==> src/rtl/fsr_pkg.sv <==
package fsr_pkg;
  // Bit positions inside the status word; software decodes these.
  localparam int unsigned SUM_POS  = 7;
  localparam int unsigned WP_POS   = 6;
  localparam int unsigned LIVE_POS = 5;
  localparam int unsigned MAX_FAULT = 4;

  typedef struct packed {
    logic rd_stat;
    logic wr_stat;
    logic rd_ctl;
    logic wr_ctl;
  } acc_t;
endpackage

==> src/rtl/fsr_flag_cell.sv <==
module fsr_flag_cell (
  input  logic clk,
  input  logic rst_n,
  input  logic det,       // gated fault seen this cycle
  input  logic rd_stat,   // status read strobe
  input  logic wr_stat,   // status write strobe
  input  logic wbit,      // write data for this flag
  input  logic sum_clr,   // summary clear request
  output logic flag_o
);
  logic flag_q, arm_q;
  logic own_clr;

  assign own_clr = arm_q & wr_stat & ~wbit & ~det;

  always_ff @(posedge clk or negedge rst_n) begin
    if (!rst_n) begin
      flag_q <= 1'b0;
      arm_q  <= 1'b0;
    end else begin
      // detection has priority over any clearing path
      if (det)                       flag_q <= 1'b1;
      else if (own_clr || sum_clr)   flag_q <= 1'b0;

      if (det)          arm_q <= 1'b0;
      else if (wr_stat) arm_q <= 1'b0;
      else if (rd_stat) arm_q <= flag_q;
    end
  end

  assign flag_o = flag_q;
endmodule

==> src/rtl/fsr_sum_ctl.sv <==
module fsr_sum_ctl #(
  parameter int unsigned NUM_FAULT = 4
) (
  input  logic                 clk,
  input  logic                 rst_n,
  input  logic [NUM_FAULT-1:0] det,
  input  logic [NUM_FAULT-1:0] flags,
  input  logic                 rd_stat,
  input  logic                 wr_stat,
  input  logic                 wbit,
  output logic                 sum_clr
);
  logic arm_q;
  logic any_det;

  assign any_det = |det;
  assign sum_clr = arm_q & wr_stat & ~wbit & ~any_det;

  always_ff @(posedge clk or negedge rst_n) begin
    if (!rst_n)       arm_q <= 1'b0;
    else if (any_det) arm_q <= 1'b0;
    else if (wr_stat) arm_q <= 1'b0;
    else if (rd_stat) arm_q <= |flags;
  end
endmodule

==> src/rtl/fsr_wp_latch.sv <==
module fsr_wp_latch (
  input  logic clk,
  input  logic rst_n,
  input  logic rd_stat,
  input  logic wr_stat,
  input  logic set_bit,   // status write data, protect bit
  input  logic wr_ctl,
  input  logic dis_bit,   // control write data, disable bit
  output logic wp_o
);
  logic wp_q, arm_q;

  always_ff @(posedge clk or negedge rst_n) begin
    if (!rst_n) begin
      wp_q  <= 1'b0;
      arm_q <= 1'b0;
    end else begin
      if (wr_stat && set_bit)             wp_q <= 1'b1;
      else if (wr_ctl && dis_bit && arm_q) wp_q <= 1'b0;

      if (wr_ctl)                 arm_q <= 1'b0;
      else if (rd_stat && wp_q)   arm_q <= 1'b1;
    end
  end

  assign wp_o = wp_q;
endmodule

==> src/rtl/fault_status_reg.sv <==
module fault_status_reg #(
  parameter int unsigned NUM_FAULT   = 4,
  parameter int unsigned ADDR_W      = 4,
  parameter int unsigned DATA_W      = 32,
  parameter int unsigned STATUS_ADDR = 0,
  parameter int unsigned CTRL_ADDR   = 1,
  parameter int unsigned WPD_BIT     = 2
) (
  input  logic                 clk,
  input  logic                 rst_n,
  input  logic                 fault_ctl_en,
  input  logic [NUM_FAULT-1:0] fault_in_en,
  input  logic [NUM_FAULT-1:0] fault_in,
  input  logic                 rd_en,
  input  logic                 wr_en,
  input  logic [ADDR_W-1:0]    addr,
  input  logic [DATA_W-1:0]    wdata,
  output logic [DATA_W-1:0]    rdata,
  output logic                 wp_en
);
  import fsr_pkg::*;

  localparam logic [ADDR_W-1:0] ST_A = ADDR_W'(STATUS_ADDR);
  localparam logic [ADDR_W-1:0] CT_A = ADDR_W'(CTRL_ADDR);

  acc_t                 acc;
  logic [NUM_FAULT-1:0] det;
  logic [NUM_FAULT-1:0] flag_vec;
  logic                 sum_clr;
  logic                 live;
  logic [DATA_W-1:0]    stat_word, ctl_word;

  assign acc.rd_stat = rd_en & (addr == ST_A);
  assign acc.wr_stat = wr_en & (addr == ST_A);
  assign acc.rd_ctl  = rd_en & (addr == CT_A);
  assign acc.wr_ctl  = wr_en & (addr == CT_A);

  assign det  = fault_in & fault_in_en & {NUM_FAULT{fault_ctl_en}};
  assign live = |det;

  for (genvar i = 0; i < NUM_FAULT; i++) begin : g_cell
    fsr_flag_cell u_cell (
      .clk     (clk),
      .rst_n   (rst_n),
      .det     (det[i]),
      .rd_stat (acc.rd_stat),
      .wr_stat (acc.wr_stat),
      .wbit    (wdata[i]),
      .sum_clr (sum_clr),
      .flag_o  (flag_vec[i])
    );
  end

  fsr_sum_ctl #(.NUM_FAULT(NUM_FAULT)) u_sum (
    .clk     (clk),
    .rst_n   (rst_n),
    .det     (det),
    .flags   (flag_vec),
    .rd_stat (acc.rd_stat),
    .wr_stat (acc.wr_stat),
    .wbit    (wdata[SUM_POS]),
    .sum_clr (sum_clr)
  );

  fsr_wp_latch u_wp (
    .clk     (clk),
    .rst_n   (rst_n),
    .rd_stat (acc.rd_stat),
    .wr_stat (acc.wr_stat),
    .set_bit (wdata[WP_POS]),
    .wr_ctl  (acc.wr_ctl),
    .dis_bit (wdata[WPD_BIT]),
    .wp_o    (wp_en)
  );

  always_comb begin
    stat_word = '0;
    stat_word[NUM_FAULT-1:0] = flag_vec;
    stat_word[LIVE_POS]      = live;
    stat_word[WP_POS]        = wp_en;
    stat_word[SUM_POS]       = |flag_vec;
    ctl_word = '0;
    ctl_word[WPD_BIT]        = ~wp_en;
  end

  always_comb begin
    if (acc.rd_stat)     rdata = stat_word;
    else if (acc.rd_ctl) rdata = ctl_word;
    else                 rdata = '0;
  end
endmodule

==> config.mk <==
export PLATFORM = sky130hd
export DESIGN_NAME = fault_status_reg
export DESIGN_NICKNAME = d
export VERILOG_FILES = /design/src/rtl/fsr_pkg.sv /design/src/rtl/fsr_flag_cell.sv /design/src/rtl/fsr_sum_ctl.sv /design/src/rtl/fsr_wp_latch.sv /design/src/rtl/fault_status_reg.sv
export SDC_FILE = /design/constraint.sdc
export NUM_CORES = 1
export LEC_CHECK = 0
export BUFFER_PORTS_ARGS = -buffer_cell sky130_fd_sc_hd__buf_2
export CAP_MARGIN = 0
export CORE_MARGIN = 8
export CORE_UTILIZATION = 30
export DETAILED_ROUTE_END_ITERATION = 12
export PLACE_DENSITY_LB_ADDON = 0.12
export REMOVE_ABC_BUFFERS = 1
export SLEW_MARGIN = 20
export SYNTH_ARGS = -nofsm -noshare
export SYNTH_HDL_FRONTEND = slang
export SYNTH_HIERARCHICAL = 1
export SYNTH_SLANG_ARGS = --single-unit
==> constraint.sdc <==
create_clock -name clk -period 1.9 [get_ports clk]
set_clock_uncertainty 0.15 [all_clocks]
set_input_delay 0.38 -clock clk [delete_from_list [all_inputs] [get_ports clk]]
set_output_delay 0.38 -clock clk [all_outputs]
set_load 0.02 [all_outputs]
Word level (Yosys, flattened, before mapping)
Index checks and enable logic that the tools add are counted.
W data, S select, Z words.
Operators by class
  equality and inequality tests: 1
  multiplexer cells: 29
  bitwise gates (word level): 32
  reduce and logical (&&, ||, !) cells: 22
Operators by type and width (number)
  $mux W1: 27
  $and A1 B1 Y1: 19
  $reduce_bool A3 Y1: 5
  $reduce_bool A2 Y1: 6
  $not A1 Y1: 11
  $and A4 B4 Y4: 2
  $mux W8: 1
  $reduce_or A4 Y1: 2
  $eq A4 B1 Y1 const B: 1
  $logic_and A1 B1 Y1: 4
  $logic_not A4 Y1: 1
  $logic_or A1 B1 Y1: 4
  $mux W3: 1
Storage, ports and cells
  register bits: 11
  input port bits: 49
  output and inout port bits: 33
  word-level logic and storage cells: 95

Depth between registers and ports, before layout
  depth in word-level cells: 8
  gate-level depth with buffers: 7
  mapped depth without buffers: 7

By module
Netlist, hierarchy kept.
Modules (own cells, without submodules)
  fsr_flag_cell: times used 4, cells an instance 7, area an instance 85.1 um^2, seq. area each 50.0 um^2
  fault_status_reg: times used 1, cells an instance 48, area an instance 329.1 um^2, seq. area each 0.0 um^2
  fsr_sum_ctl: times used 1, cells an instance 7, area an instance 76.3 um^2, seq. area each 25.0 um^2
  fsr_wp_latch: times used 1, cells an instance 6, area an instance 72.6 um^2, seq. area each 50.0 um^2

Least setup slack after synthesis
OpenSTA, ideal clock, no wires.
  path type: input port to output port
  start point: input port addr[1]
  end point: output port rdata[5]
  arrival: 1466 ps
  data required time: 1370 ps
  setup slack: -96 ps
  stages on the path: 2
  buffers on the path: 0
  path through: or4b_4 -> nor3_1
Between the ends
  word-level cells in the longest chain between the ends: 3
RTL lines
  from (decl): RTL line fault_status_reg.sv:16  | input logic [ADDR_W-1:0] addr,
  $logic_not A4 Y1: RTL line fault_status_reg.sv:33  | assign acc.rd_stat = rd_en & (addr == ST_A);
  $and A1 B1 Y1: RTL line fault_status_reg.sv:33
  $mux W8: RTL line fault_status_reg.sv:87  | if (acc.rd_stat) rdata = stat_word;
  to (decl): RTL line fault_status_reg.sv:18  | output logic [DATA_W-1:0] rdata,
No other way between the ends.

==> qor.csv <==
stage;metric;value;unit
logic_synthesis;Synth Instances;89;
critical_path;delay-heaviest family, CP;simple AND/OR/NAND/NOR gates;
critical_path;Slowest cell on crit path;or4b_4;
pwr;Comb power frac;0.277;
grt;largest net degree at the start of global routing;12;
pwr;PwrDens;560;nW/µm²
logic_synthesis;most common cell in the synthesized netlist;buf_4;
run_status;failing checks;negative setup slack;
cells_and_area;Non-Filler Instances;163;
cells_and_area;Area Overhead vs Synth;30.7;%
critical_path;CP max FO;5;
timing;worst hold margin;187;ps
timing;Tmin final;1990;ps
logic_synthesis;flops & latches, synth;11;
floorplan;initial core utilization;0.307;
pwr;Sw Ratio;0.328;
cells_and_area;final instance area;1070;µm²
cells_and_area;Layout Nets;182;
clock_network;clock tree buffer depth;2;
pwr;Seq pwr share;0.457;
detailed_routing;first-pass iteration count of the detailed router;4;
detailed_routing;Total Routed Length;2.16;mm
logic_synthesis;Post-Syn Area;818;µm²
placed_design;cell count after placement;156;
grt;first-pass GRT wire length;3.29;mm
pwr;worst vdd rail ir drop;361;µV
critical_path;critical path startpoint category;input port;
logic_synthesis;Post-synth ARST share;1.00;
cells_and_area;# diodes;0;
pwr;internal power;0.403;mW
pwr;Final Power;0.599;mW
job;maximum capacitance violations;0;
critical_path;critical path, cell by cell;buf_6, or4b_4, nor2_4, and2_4, buf_6;
detailed_routing;Met3 Routed Length;266;µm
logic_synthesis;Post-synth EDFFs;0;
hold_path;Hold WC Path Type;in2reg;
logic_synthesis;top-area cell type share of the netlist area;0.336;
timing;Max Clock Freq;503;MHz
floorplan;core area;2660;µm²
detailed_routing;max layer used;met4;
critical_path;WP buf/inv;2;
pwr;P_leak;0.532;nW
detailed_routing;routed metal-1 wirelength;893;µm
grt;initial antenna violation count;0;
detailed_routing;DR WL/cell;13.2;µm
placed_design;Place WS;-155;ps
logic_synthesis;most frequent cells after synthesis;25 x buf_4, 11 x dfrtp_1, 8 x nor3_1;
cells_and_area;layout cells sized above 1;0.394;
logic_synthesis;Top FF cell, synth;dfrtp_1;
logic_synthesis;post-synthesis cell type count;23;
placed_design;DP HPWL;1.81;mm
detailed_routing;drt drc;0;
placed_design;IO Port Bufs;30;
clock_network;clock sinks;11;
timing;setup ws final;-89.3;ps
critical_path;Worst setup EP type;output port;
placed_design;GPL Wtd Cong;0.756;
pwr;Clock Power Share;0.266;
pwr;Switching Power;0.196;mW
floorplan;io pins;82;
clock_network;Worst-Skew Late Latency;260;ps
clock_network;Reg clk slew, reported paths;70;ps
clock_network;CTS buffer count;3;
timing;RSZ-0062 raised after global routing;true;
cells_and_area;fillcell total;274;
grt;number of global-route vias before repair;742;
critical_path;WS Path Type;in2out;
grt;Global Route Usage Sum;0.0913;
grt;grt ovf;0;
detailed_routing;detailed router's first-iteration violation count;8;
logic_synthesis;Seq/Total Area, Yosys;0.336;
floorplan;Rows;19;
timing;Final Cycle Share;1.05;
clock_network;root buffer selected by CTS;clkbuf_4;
floorplan;Horiz. Die Dim;68.2;µm
floorplan;Die ar.;4650;µm²
timing;Hold Vio Cnt, Final;0;
detailed_routing;Antenna Nets Post-Route;0;
timing;Final setup viols;6;
logic_synthesis;top area cells in the synthesized netlist;dfrtp_1 34%, buf_4 23%, mux2i_1 6.1%;
clock_network;CTS tree;done;
clock_network;H-tree depth;1;
logic_synthesis;YS warnings;6;
logic_synthesis;Synth Area per Inst;9.19;µm²
run_status;outcome;complete, but fails checks;
timing;Slew Viols, Final;0;
critical_path;CP arrival;1460;ps
critical_path;CP Data Required Time;1370;ps
floorplan;chip height;68.2;µm
detailed_routing;met2 routed WL;972;µm
placed_design;placed cell area;965;µm²
logic_synthesis;cell taking the most area after synthesis;dfrtp_1;
critical_path;Top cell by count, worst path;buf_6;
detailed_routing;Via density;4.27;
critical_path;slowest stage delay, CP;570;ps
detailed_routing;via count;696;
==> path summary, 6_finish.rpt <==
kind | startpoint | endpoint | slack [ps] | cells after the start
hold reg to reg | u_wp/arm_q | u_wp/arm_q | 370 | 2
setup / recovery | addr[1] | rdata[1] | -90 | 5
setup reg to reg | u_sum/arm_q | g_cell[0].u_cell/flag_o | 710 | 4
hold / removal | wdata[6] | u_wp/wp_o | 190 | 2
max in group asynchronous | rst_n | g_cell[0].u_cell/flag_o | 1020 | 2
min in group asynchronous | rst_n | g_cell[1].u_cell/flag_o | 360 | 2
==> layout make-up <==
class / instances / area (µm²) / share of cell area
Sequential cell: 11 / 275 / 0.257
Tap cell: 31 / 38.8 / 0.0363
Timing Repair Buffer: 41 / 275 / 0.257
Inverter: 5 / 18.8 / 0.0175
Clock buffer: 4 / 26.3 / 0.0246
Multi-Input combinational cell: 71 / 435 / 0.407
==> repair_timing <==
action / CTS / global route
hold endpoints to repair: 11 / 0
resized for setup: 12 / 3
gates cloned: 0 / 0
pin swaps: 2 / 2
setup endpoints to repair: 6 / 9
hold buffers: 1 / 0
setup buffers: 2 / 0
==> power groups by stage <==
stage / clock network [mW] / registers (mW) / logic [mW]
final: 0.160 / 0.274 / 0.166
after CTS: 0.169 / 0.274 / 0.164
after global routing: 0.178 / 0.279 / 0.184
after floorplan: 0 / 0.282 / 0.0919
after detailed placement: 0 / 0.279 / 0.156
after global placement: 0 / 0.278 / 0.154
==> placed cells by master (no fill, tap or decap), drive strengths merged <==
cell type / count
a211oi: 1
a21oi: 1
a22o: 1
a31o: 4
and2: 3
and3: 5
buf: 40
clkbuf: 4
conb: 25
dfrtp: 11
dlygate4sd3: 1
inv: 5
mux2i: 5
nand2: 2
nand3: 1
nand3b: 4
nor2: 4
nor3: 9
nor4: 3
o21bai: 1
or4: 1
or4b: 1
==> metrics by stage <==
step / setup TNS (ps) / util
after global routing: -578 / 0.402
final: -335 / 0.402
after detailed placement: -1290 / 0.362
after global placement: -1190 / 0.362
after floorplan: -437 / -
after CTS: -459 / 0.397
==> metal layers <==
| metal | vias up | global-route usage |
|---|---|---|
| li1 | 346 | - |
| met1 | 311 | 0.109 |
| met2 | 35 | 0.144 |
| met3 | 4 | 0.0360 |
| met4 | 0 | 0.0358 |
| met5 | - | 0 |
==> cells by family after synthesis <==
group / after synthesis / share of synthesized area
multiplexers: 5 / 0.0612
buffers and inverters: 31 / 0.258
other: 1 / 0.00458
AO/OA/AOI/OAI: 8 / 0.0841
AND/OR/NAND/NOR: 33 / 0.255
flip-flops: 11 / 0.336
==> flip-flops by register name, summed over array words and instances, names as in the netlist <==
| register | cells |
|---|---|
| g_cell.u_cell/arm_q | 4 |
| g_cell.u_cell/flag_o | 4 |
| u_sum/arm_q | 1 |
| u_wp/arm_q | 1 |
| u_wp/wp_o | 1 |
(Power assumes the default switching activity.)
